<file path="src/rtl/spdo_validity_pkg.sv">
package spdo_validity_pkg;
  typedef enum logic [1:0] {
    MODE_PASS    = 2'd0,
    MODE_ERR_RPT = 2'd1,
    MODE_PAD_ZERO = 2'd2
  } vmode_e;

  // no-data configuration wins over validity request
  function automatic vmode_e pick_mode(input logic vreq, input logic nodata);
    if (nodata)    return MODE_PAD_ZERO;
    else if (vreq) return MODE_ERR_RPT;
    else           return MODE_PASS;
  endfunction
endpackage

</file>
<file path="src/rtl/spdo_mode_dec.sv">
module spdo_mode_dec
  import spdo_validity_pkg::*;
(
  input  logic   vreq_i,
  input  logic   nodata_cfg_i,
  output vmode_e mode_o
);
  always_comb mode_o = pick_mode(vreq_i, nodata_cfg_i);
endmodule

</file>
<file path="src/rtl/spdo_chan.sv">
module spdo_chan
  import spdo_validity_pkg::*;
#(
  parameter int WORD_W = 20
) (
  input  logic              clk_i,
  input  logic              rst_ni,
  input  logic              strobe_i,
  input  vmode_e            mode_i,
  input  logic [WORD_W-1:0] sample_i,
  input  logic              got_i,
  input  logic              err_i,
  output logic [WORD_W-1:0] word_o,
  output logic              valid_o
);
  logic [WORD_W-1:0] word_q, word_d;
  logic              valid_q, valid_d;

  always_comb begin
    word_d  = word_q;
    valid_d = (mode_i == MODE_ERR_RPT) && err_i;
    if (got_i)                        word_d = sample_i;
    else if (mode_i == MODE_PAD_ZERO) word_d = '0;
  end

  always_ff @(posedge clk_i or negedge rst_ni) begin
    if (!rst_ni) begin
      word_q  <= '0;
      valid_q <= 1'b0;
    end else if (strobe_i) begin
      word_q  <= word_d;
      valid_q <= valid_d;
    end
  end

  assign word_o  = word_q;
  assign valid_o = valid_q;

  AST_HOLD_IDLE: assert property (@(posedge clk_i) disable iff (!rst_ni)
    !strobe_i |=> ($stable(word_o) && $stable(valid_o)));
  AST_PASS_SAMPLE: assert property (@(posedge clk_i) disable iff (!rst_ni)
    (strobe_i && got_i) |=> (word_o == $past(sample_i)));
  AST_PAD_MISSING: assert property (@(posedge clk_i) disable iff (!rst_ni)
    (strobe_i && !got_i && mode_i == MODE_PAD_ZERO) |=> (word_o == '0));
  AST_REPEAT_MISSING: assert property (@(posedge clk_i) disable iff (!rst_ni)
    (strobe_i && !got_i && mode_i != MODE_PAD_ZERO) |=> $stable(word_o));
endmodule

</file>
<file path="src/rtl/spdo_validity_ctrl.sv">
module spdo_validity_ctrl
  import spdo_validity_pkg::*;
#(
  parameter int NCH    = 2,
  parameter int WORD_W = 20
) (
  input  logic                         clk_i,
  input  logic                         rst_ni,
  input  logic                         strobe_i,
  input  logic                         vreq_i,
  input  logic                         nodata_cfg_i,
  input  logic [NCH-1:0][WORD_W-1:0]   sample_i,
  input  logic [NCH-1:0]               got_i,
  input  logic [NCH-1:0]               err_i,
  output logic [NCH-1:0][WORD_W-1:0]   word_o,
  output logic [NCH-1:0]               valid_o
);
  vmode_e mode;

  spdo_mode_dec u_dec (
    .vreq_i       (vreq_i),
    .nodata_cfg_i (nodata_cfg_i),
    .mode_o       (mode)
  );

  for (genvar c = 0; c < NCH; c++) begin : g_chan
    spdo_chan #(.WORD_W(WORD_W)) u_chan (
      .clk_i    (clk_i),
      .rst_ni   (rst_ni),
      .strobe_i (strobe_i),
      .mode_i   (mode),
      .sample_i (sample_i[c]),
      .got_i    (got_i[c]),
      .err_i    (err_i[c]),
      .word_o   (word_o[c]),
      .valid_o  (valid_o[c])
    );

    AST_ERR_REPORT: assert property (@(posedge clk_i) disable iff (!rst_ni)
      (strobe_i && vreq_i && !nodata_cfg_i) |=> (valid_o[c] == $past(err_i[c])));
  end

  AST_RESET_CLEAR: assert property (@(posedge clk_i)
    !rst_ni |-> (valid_o == '0 && word_o == '0));
  AST_NODATA_FORCE_LOW: assert property (@(posedge clk_i) disable iff (!rst_ni)
    (strobe_i && nodata_cfg_i) |=> (valid_o == '0));
  AST_PASS_MODE_LOW: assert property (@(posedge clk_i) disable iff (!rst_ni)
    (strobe_i && !vreq_i && !nodata_cfg_i) |=> (valid_o == '0));
endmodule

</file>
<file path="config.mk">
export PLATFORM = sky130hd
export DESIGN_NAME = spdo_validity_ctrl
export DESIGN_NICKNAME = d
export VERILOG_FILES = /design/src/rtl/spdo_validity_pkg.sv /design/src/rtl/spdo_mode_dec.sv /design/src/rtl/spdo_chan.sv /design/src/rtl/spdo_validity_ctrl.sv
export SDC_FILE = /design/constraint.sdc
export NUM_CORES = 1
export LEC_CHECK = 0
export ABC_AREA = 1
export BUFFER_PORTS_ARGS = -buffer_cell sky130_fd_sc_hd__buf_2
export CAP_MARGIN = 20
export CORE_MARGIN = 2
export CORE_UTILIZATION = 46
export CTS_BUF_LIST = sky130_fd_sc_hd__clkbuf_8
export DETAILED_ROUTE_END_ITERATION = 6
export PLACE_DENSITY = 0.83
export SLEW_MARGIN = 0
export SYNTH_ARGS = -nofsm -noshare
export SYNTH_HDL_FRONTEND = slang
export SYNTH_HIERARCHICAL = 1
export SYNTH_SLANG_ARGS = --single-unit
</file>
<file path="constraint.sdc">
create_clock -name clk_i -period 0.8 [get_ports clk_i]
set_input_delay 0.12 -clock clk_i [delete_from_list [all_inputs] [get_ports clk_i]]
set_output_delay 0.12 -clock clk_i [all_outputs]
set_load 0.05 [all_outputs]
</file>
==> out/metrics.yaml <==
timing:
  final_hold_viol_count: 0
  finalCritPeriodShare_pct: 125
  period_needed_ps: 998
  worstMarginPinSlew_ps: 321
  finClkSkew_ps: 0
  fin_ws_ps: -198
  final.setup.tns_ps: -7530
  maxClockFrequency_mhz: 1000
  rsz0062_at_grt: "true"
  slew_violations: 0
  setup-violations-final: 43
  relSlewSlack_pct: 78.6
  holdWs_ps: 24.5
drt:
  drc_errors: 0
  dr.pass1.iters: 4
  wirelength_um: 4800
  vias_per_cell: 4.83
  drt-initial-drc-count: 142
  ant_nets: 0
  via_count: 1718
  wl_per_cell_um: 13.5
global_route:
  grt_pass1_wl_um: 7430
  grt_max_degree: 43
  grt-ovfl-total: 0
  grt_pass1_vias: 1661
  antenna_found_initial: 0
  track_usage_pct: 23.6
yosys:
  ys_seq_elements: 42
  synth_edf_count: 0
  synth_top_area_share_pct: 61.5
  synth_top_area_cell: "dfrtp_1"
  ys.flop_type: "dfrtp_1"
  synth-simple-area-share_pct: 31.4
  synth_top_family_by_area: "simple AND/OR/NAND/NOR gates"
  async_reset_ff_share_pct: 100
  synth_compound_area_share_pct: 0.586
  yosys-mux-area-fraction_pct: 0
  synth_xor_area_share_pct: 0
  yosysWarnings: 6
  synth_fa_ha_area_share_pct: 0
  seq_area_frac_synth_pct: 61.5
  synth.area.top_cells: "dfrtp_1 (61%), nand2_1 (18%), nand3_1 (12%)"
  synth_area_um2: 1710
  synth_most_common_cell: "nand2_1"
  synth_cell_types: 10
  synth_nets: 242
  synth_cells: 193
  avgSynthCellArea_um2: 8.86
  netlist_top_cells_count: "nand2_1 (82), dfrtp_1 (42), nand3_1 (42)"
finish:
  final_net_count: 357
  seq_area_um2: 1100
  num-fill-cells: 267
  fin_area_um2: 2820
  antennaDiodeCount: 0
  drive_above_1_share_pct: 56.2
  syn2layout_area_growth_pct: 65.1
  utilization_pct: 78.2
  multi_input_area_um2: 562
floorplan:
  fp.dieW_um: 65.0
  ios: 91
  coreArea_um2: 3610
  start_util_pct: 47.4
  fp-row-count: 22
  die_h_um: 65.0
  dieArea_um2: 4220
placement:
  gp_congestion: 0.733
  dp_hpwl_um: 3060
  io_buffers: 90
  pre_cts_ws_ps: -138
  placed_area_um2: 2320
critical_path:
  crit_slowest_cell: "dfrtp_2"
  crit_arrival_ps: 880
  required_ps: 680
  crit_chain: "buf_6"
  critPathTopFamily: "flip-flops"
  slowest_delay_ps: 430
  end_kind: "output pin"
  start_kind: "flop"
  worstPathMaxFanout: 2
  critPathBufInv: 1
  crit_type: "reg -> out"
power_and_ir_drop:
  power_frac_comb_pct: 34.8
  switching_share_pct: 35.6
  p_clk_share_pct: 21.1
  seqPwrFrac_pct: 44.0
  ir_drop_mv: 1.27
  p_per_area_nw_per_um2: 2060
  switching_power_mw: 2.07
  p_leak_nw: 1.53
  p_int_mw: 3.75
status:
  status: "finished with violations"
  violations: "negative setup slack"
job:
  drv_cap: 0
clock_network:
  cts_buffers: 5
  clkSlewWorstSetupHoldPaths_ps: 70
  cts_sinks: 42
  cts.htree.levels: 2
  cts.path.max_buffers: 2
  clkLatencyLatePin_ps: 290
  cts_tree: "done"
  cts-root-buf: "clkbuf_8"
hold_path:
  hold_path.class: "in -> reg"
[sequential cells by signal (all words and copies together) (netlist names)]
signal and cells:
g_chan.u_chan/word_o 40, g_chan.u_chan/valid_o 2
[metal layers]
layer / track usage, % / up-vias / part of all wire, %
met4: 11.2 / 0 / 1.9
met5: 0 / - / 0
li1: - / 834 / -
met1: 26.9 / 814 / 38
met3: 3.99 / 7 / 4.8
met2: 42.5 / 63 / 55
[per-stage QoR]
stage          instances  power (mW)
2_1_floorplan        193        3.62
3_3_place_gp         330        4.09
3_5_place_dp         330        4.14
4_1_cts              341        5.70
5_1_grt              356        6.08
6_report             356        5.81
[layout make-up]
cell class              instances  area share (%)
clock buffers                   5            2.44
clock inverters                 2           0.266
inverters                       9            1.20
multi-input cells             129            19.9
flip-flops and latches         42            39.1
well taps                      48            2.13
repair buffers                121            34.9
[kinds of logic (layout without fill, tap and decap cells)]
family                 count (synthesis)  in the layout
AOI/OAI and AO/OA                      2              2
DFF                                   42             42
buffers and inverters                 22            137
and+or+nand+nor                      127            127
[path summary, 6_finish.rpt]
kind,start,to,slack [ps],cells after the start
setup / recovery,g_chan[1].u_chan/word_o[11]$_DFFE_PN0P_,word_o[31],-200,1
hold / removal,sample_i[16],g_chan[0].u_chan/word_o[16]$_DFFE_PN0P_,20,3
setup reg to reg,g_chan[1].u_chan/word_o[6]$_DFFE_PN0P_,g_chan[1].u_chan/word_o[6]$_DFFE_PN0P_,-10,3
hold reg to reg,g_chan[0].u_chan/word_o[3]$_DFFE_PN0P_,g_chan[0].u_chan/word_o[3]$_DFFE_PN0P_,520,2
max in group asynchronous,rst_ni,g_chan[0].u_chan/word_o[17]$_DFFE_PN0P_,250,3
min in group asynchronous,rst_ni,g_chan[1].u_chan/word_o[18]$_DFFE_PN0P_,320,3
[power groups by stage]
stage | registers [mW] | clock network [mW] | logic [mW]
3_3_place_gp | 2.53 | 0 | 1.56
5_1_grt | 2.58 | 1.37 | 2.14
6_report | 2.56 | 1.23 | 2.03
3_5_place_dp | 2.54 | 0 | 1.60
2_1_floorplan | 3.33 | 0 | 0.297
4_1_cts | 2.55 | 1.25 | 1.90
[cells in the final DEF (no fill, tap or decap), types with 2 or more instances in the layout]
master,n
buf_6,42
inv_2,2
buf_4,27
nand3_1,39
nand4_1,2
o21ai_0,2
buf_2,48
nand3_2,3
nand2_1,82
dfrtp_2,42
buf_12,3
inv_1,9
clkbuf_8,5
[repair_timing]
item                                    4_1_cts  5_1_grt
endpoints found under the setup margin       42       45
gates resized for setup                      84        3
endpoints found under the hold margin        42        0
hold buffers                                  1        0
buffers inserted                              3       15
pin swaps                                     0        1
(Power assumes the default switching activity.)
